==> src/rtl/flag_alu.sv <==
module flag_alu #(
  parameter int DW  = 32,
  parameter int SIW = 5,
  parameter int LIW = 16
) (
  input  logic           clk,
  input  logic           rst_n,
  input  logic           op_valid,
  input  logic [3:0]     op_code,
  input  logic [1:0]     src_sel,
  input  logic [DW-1:0]  src_a,
  input  logic [DW-1:0]  src_b,
  input  logic [LIW-1:0] imm,
  output logic [DW-1:0]  result,
  output logic           wr_en,
  output logic           done,
  output logic [4:0]     flags
);
  localparam int MSB = DW - 1;
  localparam logic [DW-1:0] MAXV = {1'b0, {(DW-1){1'b1}}};
  localparam logic [DW-1:0] MINV = {1'b1, {(DW-1){1'b0}}};
  localparam logic [3:0] OP_ADD = 4'd0, OP_SUB = 4'd1, OP_RSB = 4'd2, OP_CMP = 4'd3,
                         OP_SADD = 4'd4, OP_SSUB = 4'd5, OP_AND = 4'd6, OP_OR = 4'd7,
                         OP_XOR = 4'd8, OP_NOT = 4'd9, OP_TST = 4'd10;

  logic          is_logic, is_arith, do_add, rev, sat_op, ref_neg;
  logic [DW-1:0] opa, min_v, sub_v, raw, arith_res, lg_res, nres;
  logic [DW:0]   sum, diff;
  logic          add_ov, sub_ov, ar_cy, ar_ov, nwr;
  logic [4:0]    nf;

  assign is_logic = (op_code >= OP_AND) && (op_code <= OP_TST);
  assign is_arith = (op_code <= OP_SSUB);
  assign do_add   = (op_code == OP_ADD) || (op_code == OP_SADD);
  assign rev      = (op_code == OP_RSB);
  assign sat_op   = (op_code == OP_SADD) || (op_code == OP_SSUB);

  always_comb begin
    case (src_sel)
      2'd1:    opa = {{(DW-SIW){imm[SIW-1]}}, imm[SIW-1:0]};
      2'd2:    opa = is_logic ? {{(DW-LIW){1'b0}}, imm} : {{(DW-LIW){imm[LIW-1]}}, imm};
      default: opa = src_a;
    endcase
  end

  assign min_v = rev ? opa : src_b;
  assign sub_v = rev ? src_b : opa;
  assign sum   = {1'b0, src_b} + {1'b0, opa};
  assign diff  = {1'b0, min_v} - {1'b0, sub_v};

  assign add_ov = (opa[MSB] == src_b[MSB]) && (sum[MSB] != opa[MSB]);
  assign sub_ov = (min_v[MSB] != sub_v[MSB]) && (diff[MSB] != min_v[MSB]);

  assign raw     = do_add ? sum[DW-1:0] : diff[DW-1:0];
  assign ar_cy   = do_add ? sum[DW] : diff[DW];
  assign ar_ov   = do_add ? add_ov : sub_ov;
  assign ref_neg = do_add ? opa[MSB] : min_v[MSB];
  assign arith_res = (sat_op && ar_ov) ? (ref_neg ? MINV : MAXV) : raw;

  always_comb begin
    case (op_code)
      OP_OR:   lg_res = opa | src_b;
      OP_XOR:  lg_res = opa ^ src_b;
      OP_NOT:  lg_res = ~opa;
      default: lg_res = opa & src_b;
    endcase
  end

  always_comb begin
    nres = result;
    nwr  = 1'b0;
    nf   = flags;
    if (is_arith) begin
      nres  = arith_res;
      nwr   = (op_code != OP_CMP);
      nf[0] = (raw == '0);
      nf[1] = raw[MSB];
      nf[2] = ar_cy;
      nf[3] = ar_ov;
      nf[4] = flags[4] | (sat_op & ar_ov);
    end else if (is_logic) begin
      nres  = lg_res;
      nwr   = (op_code != OP_TST);
      nf[0] = (lg_res == '0);
      nf[1] = lg_res[MSB];
      nf[3] = 1'b0;
    end
  end

  always_ff @(posedge clk or negedge rst_n) begin
    if (!rst_n) begin
      result <= '0;
      wr_en  <= 1'b0;
      done   <= 1'b0;
      flags  <= '0;
    end else begin
      done  <= op_valid;
      wr_en <= op_valid && nwr;
      if (op_valid) begin
        if (nwr) result <= nres;
        flags <= nf;
      end
    end
  end

  AST_CMP_TST_NO_WRITE: assert property (@(posedge clk) disable iff (!rst_n)
    op_valid && (op_code == OP_CMP || op_code == OP_TST) |=> !wr_en && $stable(result));
  AST_SAT_CLAMP: assert property (@(posedge clk) disable iff (!rst_n)
    op_valid && sat_op && ar_ov |=> (result == MAXV || result == MINV) && flags[4]);
  AST_SAT_STICKY: assert property (@(posedge clk) disable iff (!rst_n)
    flags[4] |=> flags[4]);
  AST_LOGIC_KEEPS_CY: assert property (@(posedge clk) disable iff (!rst_n)
    op_valid && is_logic |=> !flags[3] && (flags[2] == $past(flags[2])));
  AST_IDLE_HOLD: assert property (@(posedge clk) disable iff (!rst_n)
    !op_valid |=> !wr_en && !done && $stable(flags) && $stable(result));
  AST_ZERO_TRACKS: assert property (@(posedge clk) disable iff (!rst_n)
    wr_en && !flags[3] |-> flags[0] == (result == '0));
  AST_UNDEF_INERT: assert property (@(posedge clk) disable iff (!rst_n)
    op_valid && op_code > OP_TST |=> done && !wr_en && $stable(flags));
endmodule

==> config.mk <==
export PLATFORM = sky130hd
export DESIGN_NAME = flag_alu
export DESIGN_NICKNAME = d
export VERILOG_FILES = /design/src/rtl/flag_alu.sv
export SDC_FILE = /design/constraint.sdc
export NUM_CORES = 1
export LEC_CHECK = 0
export ABC_CLOCK_PERIOD_IN_PS = 800
export BUFFER_PORTS_ARGS = -buffer_cell sky130_fd_sc_hd__buf_2
export CAP_MARGIN = 20
export CORE_ASPECT_RATIO = 0.7
export CORE_UTILIZATION = 45
export CTS_BUF_LIST = sky130_fd_sc_hd__clkbuf_16
export CTS_CLUSTER_SIZE = 30
export DETAILED_ROUTE_END_ITERATION = 8
export PLACE_DENSITY = 0.75
export SYNTH_ARGS = -nofsm -noshare
export SYNTH_HDL_FRONTEND = slang
export SYNTH_SLANG_ARGS = --single-unit
==> constraint.sdc <==
create_clock -name clk -period 0.8 [get_ports clk]
set_input_delay 0.08 -clock clk [delete_from_list [all_inputs] [get_ports clk]]
set_output_delay 0.08 -clock clk [all_outputs]
set_load 0.05 [all_outputs]
==> qor.csv <==
metric;value;unit
Initial Utilization;46.0;%
DRC violations left;0;
Leakage;6.67;nW
Hold Vio Cnt, Final;0;
Design Area, Final;0.0141;mm^2
Final period util;549;%
Arr. time, crit path;4.61;ns
met2 wire len;18600;um
clk_lat worst skew;0.29;ns
worst stage delay on the critical path;0.45;ns
critical path depth;24;
critical path class;primary input to flop;
htree depth;2;
via count;12411;
Worst EP required;1.02;ns
EDFF count, synth;0;
Post-Syn Nets;1290;
peak supply drop;1.74;mV
Netlist Area Pre-Place;0.00788;mm^2
number of DRC markers in iteration 0;2079;
Cell Rows;40;
pin count of the biggest net entering global routing;33;
Die W;160;um
most frequent cells in the layout;buf_4 (449), nor2_1 (176), buf_2 (84);
CTS Buf Count;5;
post-layout minimum cycle time;4.39;ns
CP delay by family, top;simple AND/OR/NAND/NOR gates;
drt total wl;44200;um
Max-slew headroom;49.9;%
met1 WL;16800;um
clk buf depth;2;
Port Buffer Count;127;
setup TNS;-127.51;ns
sequential-to-total area share from yosys stat;12.4;%
Final WS setup;-3.59;ns
Critical Path End Type;flop;
Power Density;1790;mW/mm^2
vias per cell;6.53;
Buffers & Inverters on Critical Path;8;
placed cell areas;0.0119;mm^2
Antenna Nets Post-Route;0;
most frequent CP cell;buf_8;
FF-to-FF Start;result[15];
FMAX;228;MHz
Max Slew Vio Count;0;
met3 WL;5900;um
Distinct cells, synth;86;
Max-Cap Viols;0;
slowest CP cell;or4_4;
drt pass-1 iters;6;
Worst Setup Start Kind;primary input;
Area growth syn-to-layout;78.5;%
TritonCTS clock tree;done;
clock root buffer;clkbuf_16;
drt wl/cell;23.3;um
Ports;128;
skew final;0;ns
ys async rst share;100;%
global-route wire length before repair;62500;um
most common cell after layout, fill and taps aside;buf_4;
die height;113;um
ant diodes;0;
outcome;finished with violations;
# nets final;1827;
Worst Setup EP;flags[0];
failing checks;setup timing;
RSZ-0062 raised after global routing;yes;
syn avg cell area;6.96;um^2
clk slew on worst S/H paths;0.06;ns
Worst Hold Class;primary input to flop;
share of cells above drive strength 1;51.4;%
initial antenna violation count;0;
CP Launch Point;src_sel[0];
highest routed metal layer;met4;
Core ar.;0.0171;mm^2
final setup vio count;77;
actual slew at the worst max-slew pin;0.746;ns
Synth Register Bits;39;
pre-CTS setup slack;-3.76;ns
FF-to-FF End;result[15];
Crit Path Max Fanout;6;
total grt overflow;0;
Ys Warns;0;
Main synth FF type;dfrtp_1;
r2r setup slk;-0.19;ns
GRT Total Usage;43.6;%
die area;0.0180;mm^2
worst-path cell chain;buf_8 > inv_4 > ha_4 > buf_8 > buf_8 > nand2_1 > o21ai_2 > inv_2 > ha_4 > clkbuf_2 > a21oi_2 > buf_4 > nand2_1 > a211oi_2 > nor2_1 > a21oi_1 > xnor2_1 > nor4_2 > buf_4 > nand4b_1 > or4_4 > nor4_4 > nand4b_1 > o21ai_1;
FF-to-FF path depth;3;
HPWL after DPL;27700;um
final std cells w/o fill;1901;
clock sinks;39;
Placed Cells;1810;
GP Congestion;0.993;
Gate Count Post-Synth;1132;
vias in the first global route;11636;
## cells in the mapped netlist (4+ instances only)
cell	count	area share [%]
o31a_1	5	0.56
buf_1	5	0.24
a21oi_1	79	5.0
o21bai_1	7	0.67
nor4_1	15	1.2
o21a_1	11	1.0
a211o_1	4	0.44
a21boi_0	4	0.38
and2_1	6	0.48
mux2i_1	31	3.9
inv_1	81	3.9
dfrtp_1	39	12
o22ai_1	10	0.79
nor2_1	181	8.6
a221o_1	7	0.89
buf_2	18	1.1
or2_2	11	0.87
o21ai_0	54	3.4
nand2_1	108	5.1
a221oi_1	29	3.2
nand4_1	11	0.87
clkbuf_1	60	2.9
nand3_1	17	1.1
o31ai_1	4	0.38
a21o_1	14	1.3
and3_1	6	0.48
or3_1	11	0.87
xnor2_1	17	1.9
a22oi_1	11	1.0
a31oi_1	7	0.56
a221oi_2	26	5.0
nor3_1	20	1.3
xor2_1	9	1.0
a211oi_1	15	1.4
o41ai_1	4	0.44
or4_1	7	0.67
o21ai_1	11	0.70
a2bb2oi_1	10	1.1
o221ai_1	5	0.56
o211ai_1	12	1.1
nand4b_1	4	0.44
ha_1	68	11
mux2_2	8	1.1
## layer usage
layer / track usage (%) / up-vias
li1: - / 5225
met1: 59.3 / 5750
met2: 67.4 / 1098
met3: 8.65 / 338
met4: 18.3 / 0
met5: 0 / -
## cells by family after synthesis
family,after synthesis,share of synthesized area (%)
xor+xnor,26,2.89
flops,39,12.4
fa+ha+maj,69,11.1
buf+inv,170,8.67
simple gates,419,24.5
mux,39,5.08
compound gates,370,35.5
## where the power goes
part           switching, mW  internal, mW
sequential             0.561          2.47
clock                  0.890          1.46
combinational           10.7          9.08
total                   12.1          13.0
## flip-flops by register name, indices dropped and copies added, names as in the netlist
register	count
result	32
wr_en	1
done	1
flags	5
## through the flow
stage          total power, mW  hold WS (ns)  utilization [%]
6_report                  25.1        0.0984             82.1
5_1_grt                   26.0         0.108             82.1
4_1_cts                   22.7        0.0689             78.4
3_5_place_dp              18.0       -0.0494             69.3
3_3_place_gp              17.6       -0.0530             69.3
2_1_floorplan             11.4        -0.216                -
## worst register-to-register path: stages (launching register included)
cell and delay [ns]:
dfrtp_1 0.44, buf_4 0.17, o22ai_1 0.21, a21oi_1 0.06
## repair_timing
action,4_1_cts,5_1_grt
setup endpoints to repair,77,77
hold endpoints to repair,39,0
resized for setup,227,98
buffers inserted,49,31
pin swaps,64,84
gates cloned,4,1
hold buffers,1,0
## worst min-delay path by stage
| stage | start | endpoint | cells after the start |
|---|---|---|---|
| 2_1_floorplan | rst_n | done | 0 |
| 3_3_place_gp | rst_n | wr_en | 1 |
| 3_5_place_dp | rst_n | result[30] | 1 |
| 4_1_cts | op_valid | done | 2 |
| 5_1_grt | op_valid | done | 2 |
| 6_report | op_valid | done | 2 |
## cell type report
cell class                 count  area (um^2)
inverter                      83          324
fill                        1023         3060
clock inverter                 3         38.8
clock buffer                   5          125
timing repair buffer         617         4950
tap                          231          289
sequential                    39          977
multi-input combinational    923         7360
(Power assumes the default switching activity.)
